File: src/rtl/txsq_pkg.sv
`timescale 1ns/1ps
package txsq_pkg;

  // Transmit path state
  typedef enum logic [1:0] {
    ST_IDLE   = 2'd0,
    ST_ACTIVE = 2'd1,
    ST_BLANK  = 2'd2
  } txsq_state_e;

endpackage

File: src/rtl/txsq_pulse_qual.sv
`timescale 1ns/1ps
// Pulse width qualifier: measures runs of above-threshold samples of one
// polarity and emits a single-cycle strobe when a run reaches MIN_PULSE.
module txsq_pulse_qual #(
  parameter int MIN_PULSE = 3
) (
  input  logic clk,
  input  logic rst,
  input  logic smp_d,
  input  logic smp_thr,
  output logic qual_o
);

  localparam int RW = $clog2(MIN_PULSE + 1);
  localparam logic [RW-1:0] RUN_MAX = RW'(MIN_PULSE);

  logic [RW-1:0] run_q;
  logic [RW-1:0] run_n;
  logic          pol_q;
  logic          cont;

  always_comb begin
    cont = smp_thr && (run_q != '0) && (pol_q == smp_d);
    if (!smp_thr) begin
      run_n = '0;
    end else if (cont) begin
      run_n = (run_q == RUN_MAX) ? RUN_MAX : run_q + 1'b1;
    end else begin
      run_n = RW'(1);
    end
  end

  always_ff @(posedge clk) begin
    if (rst) begin
      run_q  <= '0;
      pol_q  <= 1'b0;
      qual_o <= 1'b0;
    end else begin
      run_q  <= run_n;
      pol_q  <= smp_d;
      qual_o <= (run_n == RUN_MAX) && !(cont && (run_q == RUN_MAX));
    end
  end

endmodule

File: src/rtl/txsq_span_cnt.sv
`timescale 1ns/1ps
// Interval counter: counts cycles while run is high, flags the last one.
module txsq_span_cnt #(
  parameter int LIMIT = 20
) (
  input  logic clk,
  input  logic rst,
  input  logic clr,
  input  logic run,
  output logic last_o
);

  localparam int CW = (LIMIT > 1) ? $clog2(LIMIT) : 1;
  localparam logic [CW-1:0] CNT_END = CW'(LIMIT - 1);

  logic [CW-1:0] cnt_q;

  assign last_o = run && (cnt_q == CNT_END);

  always_ff @(posedge clk) begin
    if (rst || clr) begin
      cnt_q <= '0;
    end else if (run) begin
      cnt_q <= last_o ? '0 : cnt_q + 1'b1;
    end
  end

endmodule

File: src/rtl/txsq_ctrl.sv
`timescale 1ns/1ps
// Transmit squelch and blanking controller (top).
module txsq_ctrl #(
  parameter int MIN_PULSE = 3,
  parameter int IDLE_TO   = 20,
  parameter int BLANK_LEN = 20
) (
  input  logic clk,
  input  logic rst,
  input  logic tx_data_i,
  input  logic thr_ok_i,
  input  logic jab_dis_i,
  output logic tx_en_o,
  output logic tx_data_o,
  output logic tx_valid_o,
  output logic eot_o
);

  import txsq_pkg::*;

  txsq_state_e st_q;
  txsq_state_e st_n;
  logic        qual;
  logic        gap_last;
  logic        blank_last;
  logic        pass;

  txsq_pulse_qual #(.MIN_PULSE(MIN_PULSE)) qual_i (
    .clk     (clk),
    .rst     (rst),
    .smp_d   (tx_data_i),
    .smp_thr (thr_ok_i),
    .qual_o  (qual)
  );

  // Gap timer: restarts on every qualified pulse while active
  txsq_span_cnt #(.LIMIT(IDLE_TO)) gap_i (
    .clk    (clk),
    .rst    (rst),
    .clr    (qual || (st_q != ST_ACTIVE)),
    .run    (st_q == ST_ACTIVE),
    .last_o (gap_last)
  );

  // Blanking timer: runs only in the post-frame state
  txsq_span_cnt #(.LIMIT(BLANK_LEN)) blank_i (
    .clk    (clk),
    .rst    (rst),
    .clr    (st_q != ST_BLANK),
    .run    (st_q == ST_BLANK),
    .last_o (blank_last)
  );

  always_comb begin
    st_n = st_q;
    unique case (st_q)
      ST_IDLE:   if (qual) st_n = ST_ACTIVE;
      ST_ACTIVE: if (!qual && gap_last) st_n = ST_BLANK;
      ST_BLANK:  if (blank_last) st_n = ST_IDLE;
      default:   st_n = ST_IDLE;
    endcase
  end

  assign pass = (st_n == ST_ACTIVE) && !jab_dis_i;

  always_ff @(posedge clk) begin
    if (rst) begin
      st_q       <= ST_IDLE;
      tx_valid_o <= 1'b0;
      tx_en_o    <= 1'b0;
      tx_data_o  <= 1'b0;
      eot_o      <= 1'b0;
    end else begin
      st_q       <= st_n;
      tx_valid_o <= (st_n == ST_ACTIVE);
      tx_en_o    <= pass;
      tx_data_o  <= pass && thr_ok_i && tx_data_i;
      eot_o      <= (st_q == ST_ACTIVE) && (st_n == ST_BLANK);
    end
  end

endmodule

File: config.mk
export PLATFORM = sky130hd
export DESIGN_NAME = txsq_ctrl
export DESIGN_NICKNAME = d
export VERILOG_FILES = /design/src/rtl/txsq_pkg.sv /design/src/rtl/txsq_pulse_qual.sv /design/src/rtl/txsq_span_cnt.sv /design/src/rtl/txsq_ctrl.sv
export SDC_FILE = /design/constraint.sdc
export NUM_CORES = 1
export LEC_CHECK = 0
export BUFFER_PORTS_ARGS = -buffer_cell sky130_fd_sc_hd__buf_2
export CAP_MARGIN = 30
export CORE_MARGIN = 5
export CORE_UTILIZATION = 45
export CTS_BUF_LIST = sky130_fd_sc_hd__clkbuf_16
export CTS_CLUSTER_DIAMETER = 120
export DETAILED_ROUTE_END_ITERATION = 6
export PLACE_DENSITY_LB_ADDON = 0.3
export SLEW_MARGIN = 20
export SYNTH_ARGS = -nofsm -noshare
export SYNTH_HDL_FRONTEND = slang
export SYNTH_SLANG_ARGS = --single-unit
File: constraint.sdc
create_clock -name clk -period 1.18 [get_ports clk]
set_input_delay 0.059 -clock clk [delete_from_list [all_inputs] [get_ports clk]]
set_output_delay 0.059 -clock clk [all_outputs]
set_load 0.05 [all_outputs]
==> qor.csv <==
stage,metric,value,unit
final_layout,highest-count cells in the layout ignoring fill and taps,"sky130_fd_sc_hd__dfxtp_1 (15), sky130_fd_sc_hd__buf_4 (11), sky130_fd_sc_hd__nor2_1 (10)",
power_and_ir_drop,Power Total,1.42,mW
floorplan,starting density of the core,0.470,
power_and_ir_drop,largest vdd supply drop,0.988,mV
power_and_ir_drop,clock power share,0.493,
logic_synthesis,syn_area_per_cell,10.0,µm²
critical_path,FF-to-FF setup slack,-0.05,ns
min_path,Worst Hold Class,in -> reg,
sta,Slew HR,0.792,
sta,worst setup margin,-0.0453,ns
sta,worst slack on hold paths,0.0424,ns
detailed_routing,post-detailed-route DRC marker count,0,
sta,fmax,0.816,GHz
critical_path,startpoint-to-endpoint class of the critical path,reg -> reg,
logic_synthesis,xor and xnor area share after synthesis,0.0431,
logic_synthesis,multiplexer share of the synthesized area,0.0123,
power_and_ir_drop,Gate power share,0.024,
clocking,clock-pin slew on the worst setup and hold paths,0.05,ns
logic_synthesis,dominant combinational cell family by area after synthesis,simple AND/OR/NAND/NOR gates,
critical_path,maximum fanout encountered on the critical timing path,4,
grt,maximum number of pins on one net before global-route repair,12,
flow_run,Max Cap Violations,0,
placement,routability cong.,0.731,
logic_synthesis,number of distinct standard cells referenced by the synthesized netlist,31,
floorplan,vertical die dimension,52.5,µm
final_layout,antenna cell count,0,
floorplan,I/O Pins,9,
detailed_routing,routed wirelength normalized by instance count,12.7,µm
logic_synthesis,Synth Register Bits,20,
clocking,CTS buffer count,3,
detailed_routing,Vias,644,
placement,detailed-placement wirelength estimate,1150,µm
power_and_ir_drop,sequential power share,0.483,
critical_path,data required time at the worst endpoint,1.36,ns
clocking,clock tree from TritonCTS,yes,
sta,Final period util,1.04,
power_and_ir_drop,leakage power of the design,0.421,nW
logic_synthesis,top_reg_cell synth,sky130_fd_sc_hd__dfxtp_1,
clocking,clock insertion delay at the later pin of the skew report,0.25,ns
clocking,root buffer selected by CTS,sky130_fd_sc_hd__clkbuf_16,
sta,"Hold Violations, Final",0,
final_layout,filler-free cell count of the finished design,129,
detailed_routing,count of TritonRoute iterations in the first routing pass,4,
sta,Clock Skew,0.00116,ns
outcome,result of the run,"finished, violations left",
outcome,failing checks,setup timing,
sta,final setup violation count,2,
logic_synthesis,sequential-to-total area share from yosys stat,0.493,
critical_path,arrival time at the worst endpoint,1.41,ns
placement,IO Port Bufs,8,
sta,max-slew violation count,0,
detailed_routing,post-detailed-route count of antenna-violating nets,0,
power_and_ir_drop,Net Sw Power,0.268,mW
placement,post-placement cell count,122,
power_and_ir_drop,Pwr per Cell Area,1300,nW/µm²
clocking,CTS sink cnt,20,
logic_synthesis,post-synthesis simple-gate area fraction,0.313,
grt,first-pass GRT wire length,2650,µm
sta,unrepaired setup endpoints after global routing,yes,
logic_synthesis,compound-gate portion of the synthesized area,0.0878,
sta,Final min period,1.23,ns
power_and_ir_drop,net switching fraction of the power,0.189,
logic_synthesis,gate count after technology mapping,81,
final_layout,most common library cell in the layout ignoring fill and taps,sky130_fd_sc_hd__dfxtp_1,
logic_synthesis,async set-or-reset flop fraction in the synthesized netlist,0,
floorplan,Horiz. Die Dim,52.5,µm
logic_synthesis,adder and majority gate portion of the synthesized area,0.0308,
final_layout,layout cell share with drive strength beyond 1,0.346,
logic_synthesis,Yosys warning total,0,
final_layout,Final Net Count,112,
final_layout,Area growth syn-to-layout,34.4,%
grt,global-route usage over all layers,0.135,
grt,number of antenna violations at the first check in global routing,0,
floorplan,standard-cell rows,15,
detailed_routing,DRT Wirelength,1640,µm
detailed_routing,detailed-route vias per instance,4.99,
final_layout,fill cell count,146,
grt,final global-route overflow total,0,
clocking,number of H-tree levels,1,
clocking,Clock Tree Buf Depth,2,
logic_synthesis,post-synth net total,88,
grt,vias in the first global route,654,
critical_path,Worst Setup End Kind,register,
sta,actual slew at the worst max-slew pin,0.311,ns
logic_synthesis,number of synthesized flops with an enable pin,0,
power_and_ir_drop,internal power summed over all cells,1.15,mW
floorplan,die footprint,2750,µm²
critical_path,Setup crit start kind,register,
logic_synthesis,synthesized cell area,812,µm²
floorplan,total core area,1730,µm²
detailed_routing,number of DRC markers after the initial detailed-route iteration,5,
state kept, by name, indices dropped and copies added (netlist names):
name / count
qual_i.run_q: 2
tx_en_o: 1
qual_i.pol_q: 1
qual_i.qual_o: 1
st_q: 2
tx_valid_o: 1
eot_o: 1
gap_i.cnt_q: 5
blank_i.cnt_q: 5
tx_data_o: 1
synth_stat cells, drive strengths merged (2+ instances only):
| cell type | instances | area, µm² |
|---|---|---|
| dfxtp | 20 | 400 |
| nor2 | 10 | 37.5 |
| a21oi | 5 | 25.0 |
| nand2 | 5 | 18.8 |
| nor2b | 5 | 38.8 |
| inv | 3 | 11.3 |
| nand3b | 3 | 22.5 |
| xor2 | 3 | 26.3 |
| ha | 2 | 25.0 |
| nand3 | 2 | 10.0 |
| nand4bb | 2 | 38.8 |
| nor3b | 2 | 15.0 |
| nor4 | 2 | 12.5 |
| o21ai | 2 | 10.0 |
cells by family after synthesis:
group	after synthesis
simple gates	39
fa+ha+maj	2
buf+inv	4
mux	1
xor+xnor	4
compound gates	11
flops	20
critical path, cell delays in order (launching register included):
cell and delay [ns]:
sky130_fd_sc_hd__dfxtp_2 0.35, sky130_fd_sc_hd__ha_4 0.16, sky130_fd_sc_hd__nand4bb_4 0.14, sky130_fd_sc_hd__or3b_1 0.39, sky130_fd_sc_hd__a21oi_2 0.12
area by class of cell:
| class | instances | area (µm²) | share of cell area |
|---|---|---|---|
| multi-input combinational | 57 | 430 | 0.394 |
| clock inverter | 1 | 3.75 | 0.00344 |
| timing repair buffer | 20 | 133 | 0.122 |
| tap | 25 | 31.3 | 0.0287 |
| clock buffer | 3 | 75.1 | 0.0688 |
| sequential | 20 | 407 | 0.373 |
| inverter | 3 | 11.3 | 0.0103 |
timing repair:
| item | in CTS | in global routing |
|---|---|---|
| cloned | 0 | 0 |
| resized for setup | 1 | 7 |
| pin swaps | 3 | 1 |
| setup buffers | 0 | 2 |
| endpoints found under the hold margin | 2 | 0 |
| hold buffers | 1 | 0 |
| setup endpoints to repair | 3 | 8 |
per-stage QoR:
| step | utilization | setup WS, ns | TNS, ns | cell area [µm²] |
|---|---|---|---|---|
| final | 0.632 | -0.0453 | -0.0815 | 1090 |
| after global routing | 0.632 | -0.116 | -0.292 | 1090 |
| after CTS | 0.609 | -0.0501 | -0.102 | 1050 |
| after global placement | 0.557 | -0.0179 | -0.0387 | 961 |
| after detailed placement | 0.557 | -0.0525 | -0.0976 | 961 |
| after floorplan | - | 0.0107 | 0 | 827 |
worst paths after layout:
| kind | start | to | cells past startpoint |
|---|---|---|---|
| min | thr_ok_i | qual_i.run_q[0]$_SDFF_PP0_ | 3 |
| min reg2reg | qual_i.run_q[0]$_SDFF_PP0_ | qual_i.qual_o$_SDFF_PP0_ | 1 |
| max | gap_i.cnt_q[0]$_SDFFE_PP0P_ | st_q[1]$_SDFF_PP0_ | 4 |
| max reg2reg | gap_i.cnt_q[0]$_SDFFE_PP0P_ | st_q[1]$_SDFF_PP0_ | 4 |
power groups by stage:
stage | clock network (mW) | logic [mW] | registers [mW]
after floorplan | 0 | 0.0174 | 0.699
after global placement | 0 | 0.0294 | 0.698
after detailed placement | 0 | 0.0301 | 0.698
after CTS | 0.703 | 0.0332 | 0.684
after global routing | 0.744 | 0.0376 | 0.684
final | 0.698 | 0.0335 | 0.684
layer usage:
metal	track usage	up-vias	part of all wire
li1	-	333	-
met1	0.147	289	0.45
met2	0.219	15	0.46
met3	0.0484	7	0.048
met4	0.0894	0	0.041
met5	0	-	0
No activity file was read; power rests on OpenSTA's default activity.
